[config.mk]
export PLATFORM = sky130hd
export DESIGN_NAME = masked_tick_timer
export DESIGN_NICKNAME = d
export VERILOG_FILES = /design/src/rtl/mtt_pkg.sv /design/src/rtl/mtt_match.sv /design/src/rtl/mtt_ctrl.sv /design/src/rtl/mtt_counter.sv /design/src/rtl/masked_tick_timer.sv
export SDC_FILE = /design/constraint.sdc
export NUM_CORES = 1
export LEC_CHECK = 0
export CAP_MARGIN = 5
export CORE_UTILIZATION = 55
export CTS_BUF_LIST = sky130_fd_sc_hd__clkbuf_4 sky130_fd_sc_hd__clkbuf_8 sky130_fd_sc_hd__clkbuf_16
export DETAILED_ROUTE_END_ITERATION = 8
export PLACE_DENSITY = 0.79
export REMOVE_ABC_BUFFERS = 1
export SLEW_MARGIN = 20
export SYNTH_ARGS = -nofsm -noshare
export SYNTH_HDL_FRONTEND = slang
export SYNTH_SLANG_ARGS = --single-unit
[constraint.sdc]
create_clock -name clk -period 2.75 [get_ports clk]
set_input_delay 0.55 -clock clk [delete_from_list [all_inputs] [get_ports clk]]
set_output_delay 0.55 -clock clk [all_outputs]
set_load 0.01 [all_outputs]
[src/rtl/mtt_pkg.sv]
package mtt_pkg;
  localparam int CTRL_W = 8;

  // byte offsets of the register file
  localparam int OFS_CMP  = 'h0;
  localparam int OFS_MASK = 'h4;
  localparam int OFS_CTRL = 'h8;
  localparam int OFS_CNT  = 'hC;

  // control bit positions
  localparam int B_FLAG = 0;
  localparam int B_CLR  = 1;
  localparam int B_BRK  = 2;
  localparam int B_EN   = 3;

  localparam logic [CTRL_W-1:0] CTRL_RESET = 8'h0C;
endpackage

[src/rtl/mtt_match.sv]
module mtt_match #(
  parameter int W = 32
) (
  input  logic [W-1:0] cnt,
  input  logic [W-1:0] cmp,
  input  logic [W-1:0] mask,
  output logic         hit
);
  logic [W-1:0] diff;

  // a bit differs only if it is not masked out
  always_comb diff = (cnt ^ cmp) & ~mask;
  always_comb hit  = (diff == '0);
endmodule

[src/rtl/mtt_ctrl.sv]
module mtt_ctrl
  import mtt_pkg::*;
(
  input  logic              clk,
  input  logic              rst,
  input  logic              wr,
  input  logic [3:0]        wbits,
  input  logic              hit,
  input  logic              halt,
  output logic              run,
  output logic              clr_en,
  output logic              flag,
  output logic [CTRL_W-1:0] rd_val
);
  logic en_q, brk_q, clr_q, flag_q;
  logic clr_req;

  always_comb clr_req = wr && wbits[B_FLAG];

  always_ff @(posedge clk) begin
    if (rst) begin
      en_q   <= CTRL_RESET[B_EN];
      brk_q  <= CTRL_RESET[B_BRK];
      clr_q  <= CTRL_RESET[B_CLR];
      flag_q <= CTRL_RESET[B_FLAG];
    end else begin
      if (wr) begin
        en_q  <= wbits[B_EN];
        brk_q <= wbits[B_BRK];
        clr_q <= wbits[B_CLR];
      end
      // hardware set dominates software clear
      flag_q <= hit || (flag_q && !clr_req);
    end
  end

  always_comb begin
    run    = en_q && !(brk_q && halt);
    clr_en = clr_q;
    flag   = flag_q;
    rd_val = '0;
    rd_val[B_EN]   = en_q;
    rd_val[B_BRK]  = brk_q;
    rd_val[B_CLR]  = clr_q;
    rd_val[B_FLAG] = flag_q;
  end

  // a match on the same edge as a clearing write keeps the flag
  a_r5_set_wins: assert property (@(posedge clk) disable iff (rst)
    hit |=> flag_q);

  // the flag holds until software clears it
  a_r4_sticky: assert property (@(posedge clk) disable iff (rst)
    (flag_q && !clr_req) |=> flag_q);
endmodule

[src/rtl/mtt_counter.sv]
module mtt_counter #(
  parameter int W = 32
) (
  input  logic         clk,
  input  logic         rst,
  input  logic         run,
  input  logic         hit,
  input  logic         clr_en,
  input  logic         load,
  input  logic [W-1:0] load_val,
  output logic [W-1:0] cnt
);
  logic [W-1:0] cnt_q;
  logic         wipe;

  always_comb wipe = run && hit && clr_en;

  always_ff @(posedge clk) begin
    if (rst)       cnt_q <= '0;
    else if (load) cnt_q <= load_val;
    else if (wipe) cnt_q <= '0;
    else if (run)  cnt_q <= cnt_q + 1'b1;
  end

  always_comb cnt = cnt_q;

  // a software load lands whatever else happens
  a_r9_load: assert property (@(posedge clk) disable iff (rst)
    load |=> (cnt_q == $past(load_val)));

  // clear-on-match returns the count to zero
  a_r6_clear: assert property (@(posedge clk) disable iff (rst)
    (run && hit && clr_en && !load) |=> (cnt_q == '0));

  // one step per allowed clock, wrapping at the top
  a_r2_step: assert property (@(posedge clk) disable iff (rst)
    (run && !(hit && clr_en) && !load) |=> (cnt_q == $past(cnt_q) + 1'b1));

  // no count without permission
  a_r7_hold: assert property (@(posedge clk) disable iff (rst)
    (!run && !load) |=> $stable(cnt_q));
endmodule

[src/rtl/masked_tick_timer.sv]
module masked_tick_timer
  import mtt_pkg::*;
#(
  parameter int CNT_W  = 32,
  parameter int ADDR_W = 4
) (
  input  logic              clk,
  input  logic              rst,
  input  logic              wr_en,
  input  logic [ADDR_W-1:0] addr,
  input  logic [CNT_W-1:0]  wdata,
  output logic [CNT_W-1:0]  rdata,
  input  logic              halt_in,
  output logic              irq
);
  localparam logic [ADDR_W-1:0] A_CMP  = ADDR_W'(OFS_CMP);
  localparam logic [ADDR_W-1:0] A_MASK = ADDR_W'(OFS_MASK);
  localparam logic [ADDR_W-1:0] A_CTRL = ADDR_W'(OFS_CTRL);
  localparam logic [ADDR_W-1:0] A_CNT  = ADDR_W'(OFS_CNT);

  logic [CNT_W-1:0]  cmp_q, mask_q, cnt;
  logic [CTRL_W-1:0] ctrl_rd;
  logic wr_cmp, wr_mask, wr_ctrl, wr_cnt;
  logic hit, run, clr_en, flag;

  always_comb begin
    wr_cmp  = wr_en && (addr == A_CMP);
    wr_mask = wr_en && (addr == A_MASK);
    wr_ctrl = wr_en && (addr == A_CTRL);
    wr_cnt  = wr_en && (addr == A_CNT);
  end

  always_ff @(posedge clk) begin
    if (rst) begin
      cmp_q  <= '0;
      mask_q <= '0;
    end else begin
      if (wr_cmp)  cmp_q  <= wdata;
      if (wr_mask) mask_q <= wdata;
    end
  end

  mtt_match #(.W(CNT_W)) u_match (
    .cnt (cnt),
    .cmp (cmp_q),
    .mask(mask_q),
    .hit (hit)
  );

  mtt_ctrl u_ctrl (
    .clk   (clk),
    .rst   (rst),
    .wr    (wr_ctrl),
    .wbits (wdata[3:0]),
    .hit   (hit),
    .halt  (halt_in),
    .run   (run),
    .clr_en(clr_en),
    .flag  (flag),
    .rd_val(ctrl_rd)
  );

  mtt_counter #(.W(CNT_W)) u_cnt (
    .clk     (clk),
    .rst     (rst),
    .run     (run),
    .hit     (hit),
    .clr_en  (clr_en),
    .load    (wr_cnt),
    .load_val(wdata),
    .cnt     (cnt)
  );

  always_ff @(posedge clk) begin
    if (rst) rdata <= '0;
    else begin
      case (addr)
        A_CMP:   rdata <= cmp_q;
        A_MASK:  rdata <= mask_q;
        A_CTRL:  rdata <= CNT_W'(ctrl_rd);
        A_CNT:   rdata <= cnt;
        default: rdata <= '0;
      endcase
    end
  end

  always_comb irq = flag;

  // break freeze enabled plus halt keeps the count still
  a_r8_break_freeze: assert property (@(posedge clk) disable iff (rst)
    (ctrl_rd[B_BRK] && halt_in && !wr_cnt) |=> $stable(cnt));

  // a full mask matches any counter value
  a_r3_full_mask: assert property (@(posedge clk) disable iff (rst)
    (mask_q == '1) |-> hit);

  // compare register read path
  a_r10_rd_cmp: assert property (@(posedge clk) disable iff (rst)
    (addr == A_CMP) |=> (rdata == $past(cmp_q)));
endmodule

==> flow_summary_export.csv, run 1 <==
group,metric,value,unit
min_path,hp-start,"mask_q[28]",
synthesis,synth_flop_cell,"dfxtp_1",
synthesis,synth_cells,775,
critical_path,r2r-start,"u_cnt.cnt[1]",
finish,diodes,0,
synthesis,async_flop_share,0,
routing,drt-total-wl,17.8,mm
routing,viasPerCell,6.05,
timing,rsz0062_at_grt,"no",
clock_network,root_buffer,"clkbuf_16",
timing,hold_violations,0,
clock_network,path_clk_slew,0.05,ns
critical_path,critPathArrivalTime,2.77,ns
finish,mostFrequentLayoutCell,"nand2_1",
die,die_h,109,um
die,start_util,0.571,
global_routing,grt_max_degree,73,
place,pre_cts_ws,0.223,ns
critical_path,r2r_cells,8,
critical_path,startpoint_type,"register",
routing,wire_per_inst,18.1,um
global_routing,grt.total_usage,0.322,
status,outcome,"completed",
finish,finalNetCount,876,
global_routing,antenna_found_initial,0,
synthesis,synthMuxAreaShare,0.0665,
synthesis,synth.cell_area,6250,um^2
finish,finalNonFillerCells,987,
critical_path,cp_max_fo,12,
synthesis,synth_edf_count,0,
clock_network,cts_inserted_buffers,17,
finish,area_growth,24.7,%
job,maxCapViolations,0,
min_path,min_path_cells,2,
synthesis,synth-simple-area-share,0.231,
timing,fmax,0.403,GHz
routing,vias,5976,
power_and_ir_drop,power_density,599,nW/um^2
synthesis,synthXorXnorAreaFrac,0.0547,
die,rows,38,
timing,period_needed,2.48,ns
synthesis,ys_seq_area_frac,0.423,
power_and_ir_drop,p_leak,2.70,nW
clock_network,cts_hold_buf,0,
synthesis,avgSynthCellArea,8.06,um^2
routing,drc,0,
die,dieArea,11800,um^2
routing,drtIter0Drc,413,
die,coreArea,10900,um^2
synthesis,yosysWarnings,0,
timing,worst_pin_slew,0.731,ns
place,io_buffers,72,
clock_network,cts-resized-gates,0,
finish,seq_area,2640,um^2
die,die_x,109,um
clock_network,cts_tree,"built",
timing,relSlewSlack,0.513,
synthesis,ys_seq_elements,132,
clock_network,clock-sinks,132,
clock_network,cts_max_level,4,
critical_path,r2r_end,"u_cnt.cnt[6]",
place,place_congestion,0.978,
clock_network,cts_setup_buffers,0,
timing,drv_slew,0,
critical_path,cp-end-kind,"register",
place,place_inst,956,
timing,tns,0,ns
synthesis,synth_top_family_by_area,"simple AND/OR/NAND/NOR gates",
finish,drive_gt1_frac,0.125,
power_and_ir_drop,peakVddDrop,450,uV
timing,whs,0.474,ns
clock_network,clk_latency,0.42,ns
global_routing,grt_first_pass_wirelength,29.1,mm
finish,mostFrequentLayoutCells,"nand2_1, dfxtp_1, a21oi_1",
die,ios,73,
timing,finClkSkew,0.00695,ns
min_path,holdPathEnd,"mask_q[28]",
routing,drtAntennaViolNets,0,
critical_path,worst_ep_required_time,3.04,ns
critical_path,r2r_slack,0.27,ns
place,hpwl,12.4,mm
synthesis,synth_compound_area_frac,0.183,
synthesis,synthAdderAreaFrac,0.00200,
routing,dr.pass1.iters,5,
timing,setup_viol,0,
global_routing,grt_pass1_vias,6015,
finish,final_util,0.713,
timing,finalCritPeriodShare,0.901,
synthesis,synth_cell_types,51,
clock_network,cts_buffer_depth,2,
timing,finalWorstSetupSlack,0.271,ns
finish,nFillCells,872,
min_path,hp-class,"register to register",
finish,multi_input_area,3360,um^2
critical_path,crit_type,"register to register",
global_routing,grt_overflow,0,
[cell type report]
cell class | instances | share of cell area
multi-input cells | 579 | 0.431
repair buffers | 101 | 0.127
inverters | 4 | 0.00193
well taps | 140 | 0.0225
flip-flops and latches | 132 | 0.339
clock buffers | 28 | 0.0700
clock inverters | 3 | 0.00835
[per-stage QoR]
stage | cell area, um^2 | total power, W
6_report | 7790 | 0.00466
5_1_grt | 7790 | 0.00480
4_1_cts | 7790 | 0.00467
3_5_place_dp | 7180 | 0.00239
3_3_place_gp | 7180 | 0.00238
2_1_floorplan | 6010 | 0.00217
[power breakdown]
| group | switching (W) | internal, W |
|---|---|---|
| sequential | 0.0000461 | 0.00195 |
| combinational | 0.000204 | 0.000163 |
| clock | 0.000782 | 0.00152 |
[metal layers]
metal | global-route usage | share of wire
met1 | 0.382 | 0.42
met2 | 0.548 | 0.50
met3 | 0.0790 | 0.059
met4 | 0.140 | 0.021
met5 | 0 | 0
[how the worst max path moves through the flow]
stage            startpoint            end  slack (ns)  cells after the start
2_1_floorplan       addr[1]  u_cnt.cnt[26]       -0.10                      7
3_3_place_gp        halt_in  u_cnt.cnt[28]        0.27                      7
3_5_place_dp          wr_en      mask_q[2]        0.22                      7
4_1_cts        u_cnt.cnt[1]   u_cnt.cnt[6]        0.38                      8
5_1_grt        u_cnt.cnt[1]  u_cnt.cnt[25]        0.12                      7
6_report       u_cnt.cnt[1]   u_cnt.cnt[6]        0.27                      8
[synthesized netlist by cell type, types with 2 or more instances]
master    count  share of area
buf_2         9         0.0072
nor2b_1       5         0.0050
xnor2_1      38          0.053
clkbuf_1     45          0.027
a41oi_1       4         0.0056
o211ai_1      5         0.0060
and4_1        2         0.0028
or3_1         3         0.0030
a21oi_1      93          0.074
inv_1         4         0.0024
nand3_1      31          0.025
and2_1        5         0.0050
nor2_1       57          0.034
a311oi_1      3         0.0042
and3_1        8         0.0080
a221oi_1      3         0.0042
a31oi_1       6         0.0060
a211o_1       3         0.0042
o21ai_0       9         0.0072
nor4_1        5         0.0050
buf_1         5         0.0030
nor3_1        5         0.0040
dfxtp_1     132           0.42
nor3b_1       2         0.0024
nor4_4        2         0.0068
mux4_2        4          0.014
mux2_2       28          0.050
a211oi_1      8         0.0096
a22oi_1      30          0.036
o22ai_1      16          0.016
nand2_1     177           0.11
nand4_1       8         0.0080
and3_2        2         0.0024
[state kept, by name, indices dropped and copies added (netlist names)]
| name | flops |
|---|---|
| cmp_q | 32 |
| mask_q | 32 |
| rdata | 32 |
| u_cnt.cnt | 32 |
| u_ctrl.brk_q | 1 |
| u_ctrl.clr_en | 1 |
| u_ctrl.en_q | 1 |
| u_ctrl.flag | 1 |
[cells by family after synthesis]
logic type / after synthesis
simple gates: 319
compound gates: 187
flops: 132
buf+inv: 64
xor+xnor: 39
mux: 33
fa+ha+maj: 1
[worst max-delay path, stage by stage (launching register included)]
cell	delay, ns
dfxtp_1	0.52
xnor2_1	0.17
o22ai_1	0.14
nor4_1	0.42
and3_1	0.36
nand4_1	0.28
buf_4	0.29
nand3_1	0.10
a21oi_1	0.07
No activity file was read; power rests on OpenSTA's default activity.
==> run 2, diff against run 1 <==
--- a/config.mk
+++ b/config.mk
@@ -11,6 +11,7 @@
 export DETAILED_ROUTE_END_ITERATION = 8
 export PLACE_DENSITY = 0.79
 export REMOVE_ABC_BUFFERS = 1
+export SETUP_SLACK_MARGIN = 0.1
 export SLEW_MARGIN = 20
 export SYNTH_ARGS = -nofsm -noshare
 export SYNTH_HDL_FRONTEND = slang
==> results of run 2 <==
Final layout, timing and power as in run 1 (identical DEF).
